File: src/rtl/fft8_pkg.sv
package fft8_pkg;

    localparam int DATA_W    = 16;
    localparam int TWID_W    = 16;
    localparam int TWID_FRAC = 14;
    localparam int NPTS      = 8;
    localparam int ADDR_W    = $clog2(NPTS);
    localparam int NSTAGE    = ADDR_W;
    localparam int NBFLY     = NPTS / 2;
    localparam int BFLY_W    = $clog2(NBFLY);
    localparam int STG_W     = $clog2(NSTAGE);
    localparam int TW_IDX_W  = ADDR_W - 1;
    localparam int BF_LAT    = 2;
    localparam int STEPS     = NBFLY + BF_LAT;
    localparam int STEP_W    = $clog2(STEPS);
    localparam int CNT_W     = ADDR_W + 1;

    localparam int TW_ONE = 1 << TWID_FRAC;
    localparam int TW_R45 = int'(0.7071067811865476 * real'(TW_ONE));

    typedef struct packed {
        logic signed [DATA_W-1:0] re;
        logic signed [DATA_W-1:0] im;
    } cplx_t;

    typedef struct packed {
        logic signed [TWID_W-1:0] re;
        logic signed [TWID_W-1:0] im;
    } twid_t;

    typedef struct packed {
        logic [ADDR_W-1:0] top;
        logic [ADDR_W-1:0] bot;
    } pair_t;

    typedef enum logic [1:0] {
        PH_IDLE = 2'd0,
        PH_CALC = 2'd1,
        PH_READ = 2'd2
    } phase_t;

    function automatic twid_t twiddle(input logic [TW_IDX_W-1:0] k);
        twid_t t;
        case (k)
            2'd0:    begin t.re = TWID_W'(TW_ONE);  t.im = '0;               end
            2'd1:    begin t.re = TWID_W'(TW_R45);  t.im = TWID_W'(-TW_R45); end
            2'd2:    begin t.re = '0;               t.im = TWID_W'(-TW_ONE); end
            default: begin t.re = TWID_W'(-TW_R45); t.im = TWID_W'(-TW_R45); end
        endcase
        return t;
    endfunction

    function automatic logic [ADDR_W-1:0] bitrev(input logic [ADDR_W-1:0] a);
        logic [ADDR_W-1:0] r;
        for (int i = 0; i < ADDR_W; i++) r[i] = a[ADDR_W-1-i];
        return r;
    endfunction

endpackage

File: src/rtl/fft8_bank.sv
module fft8_bank
    import fft8_pkg::*;
(
    input  logic              clk,
    input  logic              we_a,
    input  logic [ADDR_W-1:0] waddr_a,
    input  cplx_t             wdata_a,
    input  logic              we_b,
    input  logic [ADDR_W-1:0] waddr_b,
    input  cplx_t             wdata_b,
    input  logic [ADDR_W-1:0] raddr_a,
    input  logic [ADDR_W-1:0] raddr_b,
    output cplx_t             rdata_a,
    output cplx_t             rdata_b
);

    cplx_t mem [NPTS];

    always_ff @(posedge clk) begin
        if (we_a) mem[waddr_a] <= wdata_a;
        if (we_b) mem[waddr_b] <= wdata_b;
    end

    assign rdata_a = mem[raddr_a];
    assign rdata_b = mem[raddr_b];

endmodule

File: src/rtl/fft8_agu.sv
module fft8_agu
    import fft8_pkg::*;
(
    input  logic [STG_W-1:0]    stage,
    input  logic [BFLY_W-1:0]   idx,
    output pair_t               addr,
    output logic [TW_IDX_W-1:0] tw_idx
);

    logic [ADDR_W-1:0] idx_x;
    logic [ADDR_W-1:0] half_m;
    logic [ADDR_W-1:0] top_a;

    always_comb begin
        idx_x  = ADDR_W'(idx);
        half_m = ADDR_W'((1 << stage) - 1);
        top_a  = ADDR_W'(((idx_x >> stage) << (stage + 1)) | (idx_x & half_m));
        addr.top = top_a;
        addr.bot = top_a | (half_m + 1'b1);
        tw_idx   = TW_IDX_W'((idx_x & half_m) << (NSTAGE - 1 - stage));
    end

endmodule

File: src/rtl/fft8_bfly.sv
module fft8_bfly
    import fft8_pkg::*;
(
    input  logic  clk,
    input  logic  rst,
    input  logic  in_vld,
    input  cplx_t a_i,
    input  cplx_t b_i,
    input  twid_t w_i,
    input  pair_t tag_i,
    output logic  out_vld,
    output cplx_t a_o,
    output cplx_t b_o,
    output pair_t tag_o
);

    localparam int PW = DATA_W + TWID_W + 1;
    localparam int SW = DATA_W + 2;
    localparam int SX = SW + 1;

    logic  vld_r;
    cplx_t a_r, b_r;
    twid_t w_r;
    pair_t tag_r;

    logic signed [PW-1:0] p_re, p_im;
    logic signed [SW-1:0] wb_re, wb_im;
    logic signed [SX-1:0] s_re, s_im, d_re, d_im;
    cplx_t                a_n, b_n;

    always_ff @(posedge clk) begin
        if (rst) begin
            vld_r   <= 1'b0;
            out_vld <= 1'b0;
        end else begin
            vld_r   <= in_vld;
            out_vld <= vld_r;
        end
    end

    always_ff @(posedge clk) begin
        a_r   <= a_i;
        b_r   <= b_i;
        w_r   <= w_i;
        tag_r <= tag_i;
        a_o   <= a_n;
        b_o   <= b_n;
        tag_o <= tag_r;
    end

    always_comb begin
        p_re  = PW'(b_r.re) * PW'(w_r.re) - PW'(b_r.im) * PW'(w_r.im);
        p_im  = PW'(b_r.re) * PW'(w_r.im) + PW'(b_r.im) * PW'(w_r.re);
        wb_re = SW'(p_re >>> TWID_FRAC);
        wb_im = SW'(p_im >>> TWID_FRAC);
        s_re  = SX'(a_r.re) + SX'(wb_re);
        s_im  = SX'(a_r.im) + SX'(wb_im);
        d_re  = SX'(a_r.re) - SX'(wb_re);
        d_im  = SX'(a_r.im) - SX'(wb_im);
        a_n.re = DATA_W'(s_re >>> 1);
        a_n.im = DATA_W'(s_im >>> 1);
        b_n.re = DATA_W'(d_re >>> 1);
        b_n.im = DATA_W'(d_im >>> 1);
    end

endmodule

File: src/rtl/fft8_pingpong.sv
module fft8_pingpong
    import fft8_pkg::*;
(
    input  logic              clk,
    input  logic              rst,
    input  logic              in_valid,
    output logic              in_ready,
    input  logic [DATA_W-1:0] in_re,
    input  logic [DATA_W-1:0] in_im,
    output logic              out_valid,
    output logic [DATA_W-1:0] out_re,
    output logic [DATA_W-1:0] out_im,
    output logic              out_last,
    output logic              bank_swap
);

    localparam logic [STEP_W-1:0] LAST_STEP  = STEP_W'(STEPS - 1);
    localparam logic [STEP_W-1:0] ISSUE_END  = STEP_W'(NBFLY);
    localparam logic [STG_W-1:0]  LAST_STAGE = STG_W'(NSTAGE - 1);
    localparam logic [CNT_W-1:0]  FULL_CNT   = CNT_W'(NPTS);
    localparam logic [ADDR_W-1:0] LAST_ADDR  = ADDR_W'(NPTS - 1);

    logic              fill_sel;
    logic [CNT_W-1:0]  fill_cnt;
    phase_t            phase;
    logic [STG_W-1:0]  stage;
    logic [STEP_W-1:0] step;
    logic [ADDR_W-1:0] rd_cnt;

    logic fill_full, proc_idle, accept, issue;

    pair_t               pair;
    logic [TW_IDX_W-1:0] tw_idx;
    cplx_t               smp;
    cplx_t               rd_a [2];
    cplx_t               rd_b [2];
    cplx_t               op_a, op_b;
    logic [ADDR_W-1:0]   proc_ra;

    logic  bf_vld;
    cplx_t bf_a, bf_b;
    pair_t bf_tag;

    assign fill_full = (fill_cnt == FULL_CNT);
    assign proc_idle = (phase == PH_IDLE);
    assign bank_swap = fill_full && proc_idle;
    assign in_ready  = !fill_full;
    assign accept    = in_valid && in_ready;
    assign issue     = (phase == PH_CALC) && (step < ISSUE_END);
    assign smp.re    = in_re;
    assign smp.im    = in_im;
    assign proc_ra   = (phase == PH_READ) ? rd_cnt : pair.top;
    assign op_a      = rd_a[!fill_sel];
    assign op_b      = rd_b[!fill_sel];

    // bank collection side
    always_ff @(posedge clk) begin
        if (rst) begin
            fill_sel <= 1'b0;
            fill_cnt <= '0;
        end else if (bank_swap) begin
            fill_sel <= !fill_sel;
            fill_cnt <= '0;
        end else if (accept) begin
            fill_cnt <= fill_cnt + 1'b1;
        end
    end

    // compute and drain sequencing
    always_ff @(posedge clk) begin
        if (rst) begin
            phase  <= PH_IDLE;
            stage  <= '0;
            step   <= '0;
            rd_cnt <= '0;
        end else begin
            case (phase)
                PH_IDLE: if (bank_swap) begin
                    phase <= PH_CALC;
                    stage <= '0;
                    step  <= '0;
                end
                PH_CALC: begin
                    if (step == LAST_STEP) begin
                        step <= '0;
                        if (stage == LAST_STAGE) begin
                            phase  <= PH_READ;
                            rd_cnt <= '0;
                        end else begin
                            stage <= stage + 1'b1;
                        end
                    end else begin
                        step <= step + 1'b1;
                    end
                end
                PH_READ: begin
                    rd_cnt <= rd_cnt + 1'b1;
                    if (rd_cnt == LAST_ADDR) phase <= PH_IDLE;
                end
                default: phase <= PH_IDLE;
            endcase
        end
    end

    fft8_agu u_agu (
        .stage  (stage),
        .idx    (step[BFLY_W-1:0]),
        .addr   (pair),
        .tw_idx (tw_idx)
    );

    fft8_bfly u_bfly (
        .clk     (clk),
        .rst     (rst),
        .in_vld  (issue),
        .a_i     (op_a),
        .b_i     (op_b),
        .w_i     (twiddle(tw_idx)),
        .tag_i   (pair),
        .out_vld (bf_vld),
        .a_o     (bf_a),
        .b_o     (bf_b),
        .tag_o   (bf_tag)
    );

    for (genvar g = 0; g < 2; g++) begin : g_bank
        logic is_fill;
        logic we_a, we_b;
        logic [ADDR_W-1:0] wa_a;
        cplx_t wd_a;

        assign is_fill = (fill_sel == 1'(g));
        assign we_a    = is_fill ? accept : bf_vld;
        assign wa_a    = is_fill ? bitrev(fill_cnt[ADDR_W-1:0]) : bf_tag.top;
        assign wd_a    = is_fill ? smp : bf_a;
        assign we_b    = !is_fill && bf_vld;

        fft8_bank u_bank (
            .clk     (clk),
            .we_a    (we_a),
            .waddr_a (wa_a),
            .wdata_a (wd_a),
            .we_b    (we_b),
            .waddr_b (bf_tag.bot),
            .wdata_b (bf_b),
            .raddr_a (proc_ra),
            .raddr_b (pair.bot),
            .rdata_a (rd_a[g]),
            .rdata_b (rd_b[g])
        );
    end

    // result stream
    always_ff @(posedge clk) begin
        if (rst) begin
            out_valid <= 1'b0;
            out_last  <= 1'b0;
            out_re    <= '0;
            out_im    <= '0;
        end else begin
            out_valid <= (phase == PH_READ);
            out_last  <= (phase == PH_READ) && (rd_cnt == LAST_ADDR);
            out_re    <= op_a.re;
            out_im    <= op_a.im;
        end
    end

endmodule

File: config.mk
export PLATFORM = sky130hd
export DESIGN_NAME = fft8_pingpong
export DESIGN_NICKNAME = d
export VERILOG_FILES = /design/src/rtl/fft8_pkg.sv /design/src/rtl/fft8_bank.sv /design/src/rtl/fft8_agu.sv /design/src/rtl/fft8_bfly.sv /design/src/rtl/fft8_pingpong.sv
export SDC_FILE = /design/constraint.sdc
export NUM_CORES = 2
export LEC_CHECK = 0
export BUFFER_PORTS_ARGS = -buffer_cell sky130_fd_sc_hd__buf_4
export CAP_MARGIN = 20
export CORE_ASPECT_RATIO = 0.8
export CORE_MARGIN = 3
export CORE_UTILIZATION = 41
export DETAILED_ROUTE_END_ITERATION = 8
export GPL_TIMING_DRIVEN = 0
export PLACE_DENSITY = 0.67
export SLEW_MARGIN = 20
export SYNTH_ARGS = -nofsm -noshare
export SYNTH_HDL_FRONTEND = slang
export SYNTH_HIERARCHICAL = 1
export SYNTH_SLANG_ARGS = --single-unit
export TNS_END_PERCENT = 10
File: constraint.sdc
create_clock -name clk -period 10.71 [get_ports clk]
set_clock_uncertainty 0.2 [all_clocks]
set_input_delay 0.5355 -clock clk [delete_from_list [all_inputs] [get_ports clk]]
set_output_delay 0.5355 -clock clk [all_outputs]
set_load 0.05 [all_outputs]
==> flow_metrics.tcl <==
set metrics [dict create \
    grt-ovfl-total 0 \
    netlist_instances 6630 \
    crit_path_end_kind "register" \
    io_buffers 70 \
    grtUsageMet3 0.09690 \
    gp_congestion 1.023 \
    crit_top_cell "fa_1" \
    cts.sinks 735 \
    p_total_mw 12.71 \
    cts_buffers 81 \
    crit_fanout 10 \
    outcome "finished clean" \
    io_pins 71 \
    die_h_um 397.5 \
    yosysMostFrequentCell "inv_1" \
    synthTopCellsByArea "fa_1 (29%), edfxtp_1 (20%), mux2_2 (11%)" \
    crit_required_ps 11120 \
    slowest_stage "clkbuf_1" \
    cap_violations 0 \
    max_freq_mhz 94.66 \
    wl_per_cell_um 27.81 \
    cts_root_buf "clkbuf_16" \
    ir_worst_vdd_mv 0.2692 \
    rsz0062_at_grt "true" \
    rows 143 \
    htreeDepth 3 \
    busiest_layer "met2" \
    synth_top_area_frac 0.2862 \
    drc_errors 0 \
    ys_seq_elements 735 \
    path_class "register to register" \
    grt_start_max_net_pins 33 \
    routed_wl_um 262900 \
    tightestPinTransition_ps 1197 \
    dr.pass1.iters 6 \
    grt_util_met1 0.3789 \
    worstSkewPairLatency_ps 710 \
    start_util 0.4131 \
    antenna_left 0 \
    place_ws_ps -1761 \
    timing.final.max_slew_violations 0 \
    fin_crit_sh 0.9864 \
    drtIter0Drc 5609 \
    synth_warnings 6 \
    finalSetupViolations 0 \
    syn_avg_cell_area_um2 11.85 \
    async_flop_share 0 \
    cp_slowest_stage_delay_ps 840 \
    met2_usage 0.3795 \
    powerDensity_mw_per_mm2 147.3 \
    hold_viol 0 \
    clkTransAtPathRegs_ps 70 \
    syn2layout_area_growth_pct 9.868 \
    arrival_ps 10970 \
    synth_area_mm2 0.07856 \
    antenna_found_initial 30 \
    leakage_nw 36.86 \
    placeableCoreArea_mm2 0.1902 \
    cts_tree "done" \
    vias_per_cell 5.592 \
    synth.largest_area_cell "fa_1" \
    seq_area_frac_synth 0.2525 \
    first_global_vias 55030 \
    fin_crit_ps 10560 \
    layout_setup_ws_ps 145.9 \
    nets 8349 \
    max-slew-margin-rel 0.2018 \
    grt_usage 0.2698 \
    vias 52880 \
    drive_gt1_frac 0.2075 \
    startpoint_type "register" \
    fp.dieW_um 495.4 \
    cts_buffer_depth 3 \
    hp-class "register to register" \
    synth_top_flop_cell "edfxtp_1" \
    grt_first_pass_wirelength_um 383200 \
    synth_commonest_cells "inv_1 (1313), fa_1 (1123), mux2_2 (769)" \
    synth_cell_types 87 \
    dp_hpwl_um 207000 \
    die_area_mm2 0.1969 \
    synth-edff-count 512 \
]
==> worst paths after layout <==
check / cells after the start / to / from / slack (ps)
setup / recovery: 35 / u_bfly/b_o[30] / u_bfly/w_r[9] / 150
hold / removal: 0 / u_bfly/tag_o[2] / u_bfly/tag_r[2] / 130
setup reg to reg: 35 / u_bfly/b_o[30] / u_bfly/w_r[9] / 150
hold reg to reg: 0 / u_bfly/tag_o[2] / u_bfly/tag_r[2] / 130
==> layer usage <==
metal | part of all wire | up-vias
met1 | 0.41 | 27370
met2 | 0.41 | 3095
met3 | 0.13 | 528
met4 | 0.045 | 10
met5 | 0.00042 | -
li1 | - | 21880
==> worst max-delay path, delay by kind of cell (launching register included) <==
kind | cells | cell delay [ps]
compound gates | 9 | 2190
xor+xnor | 2 | 280
fa+ha+maj | 10 | 4200
buf+inv | 9 | 1760
flops | 1 | 530
simple gates | 5 | 1220
==> cell type report <==
class | count | area, um^2
fill | 17220 | 103900
multi-input combinational | 4219 | 52350
sequential | 735 | 19870
inverter | 1316 | 4955
tap | 2537 | 3174
clock buffer | 101 | 2165
buffer | 363 | 2001
timing repair buffer | 108 | 1226
clock inverter | 49 | 505.5
antenna | 28 | 70.07
==> what timing repair did <==
action / CTS / global route
setup buffers: 6 / 8
setup endpoints to repair: 41 / 19
pin swaps: 5 / 7
hold buffers: 2 / 0
gates resized for setup: 102 / 155
hold endpoints to repair: 5 / 0
==> registers in the layout, indices dropped and copies added, names as in the netlist, 4 cells and up <==
name and count:
fill_cnt 4, g_bank.u_bank/mem 512, out_im 16, out_re 16
u_bfly/a_o 32, u_bfly/a_r 32, u_bfly/b_o 32, u_bfly/b_r 32
u_bfly/tag_o 6, u_bfly/tag_r 6, u_bfly/w_r 32
==> cell families (layout without fill, tap and decap cells) <==
family | count (synthesis) | in the layout | synth area share
other cells | 1 | 33 | 0.00004773
mux | 1033 | 1033 | 0.1924
buf+inv | 1680 | 1937 | 0.08535
simple gates | 1295 | 1295 | 0.08650
flops | 735 | 735 | 0.2525
compound gates | 238 | 238 | 0.02093
xor+xnor | 158 | 158 | 0.01761
fa+ha+maj | 1490 | 1490 | 0.3446
==> cells in the final DEF, fill, tap and decap left out, drive strengths merged, types with 19 or more instances in the layout <==
master	instances
a21oi	83
and2	546
buf	267
clkbuf	300
clkinv	34
dfxtp	223
diode	28
edfxtp	512
fa	1123
ha	367
inv	1318
mux2	774
mux4	256
nand2	470
nand2b	47
nor2	86
nor2b	46
o21ai	48
o21bai	19
xnor2	121
xor2	37
==> where the power goes <==
part	internal (mW)	total, mW	switching [mW]
clock	1.60	2.87	1.27
combinational	2.57	6.05	3.48
sequential	3.43	3.79	0.365
total	7.60	12.7	5.11
==> stage by stage <==
stage | setup TNS, ps | utilization | cells | cell area, um^2 | hold WS (ps)
3_3_place_gp | -20230 | 0.4326 | 9241 | 82280 | 110.9
5_1_grt | -146.0 | 0.4535 | 9431 | 86250 | 127.4
2_1_floorplan | 0 | - | 6634 | 78580 | 109.6
3_5_place_dp | -22510 | 0.4365 | 9263 | 83030 | 112.8
4_1_cts | -7.542 | 0.4521 | 9420 | 85980 | 127.4
6_report | 0 | 0.4538 | 9456 | 86310 | 127.8
Power figures use the tool's default switching activity.
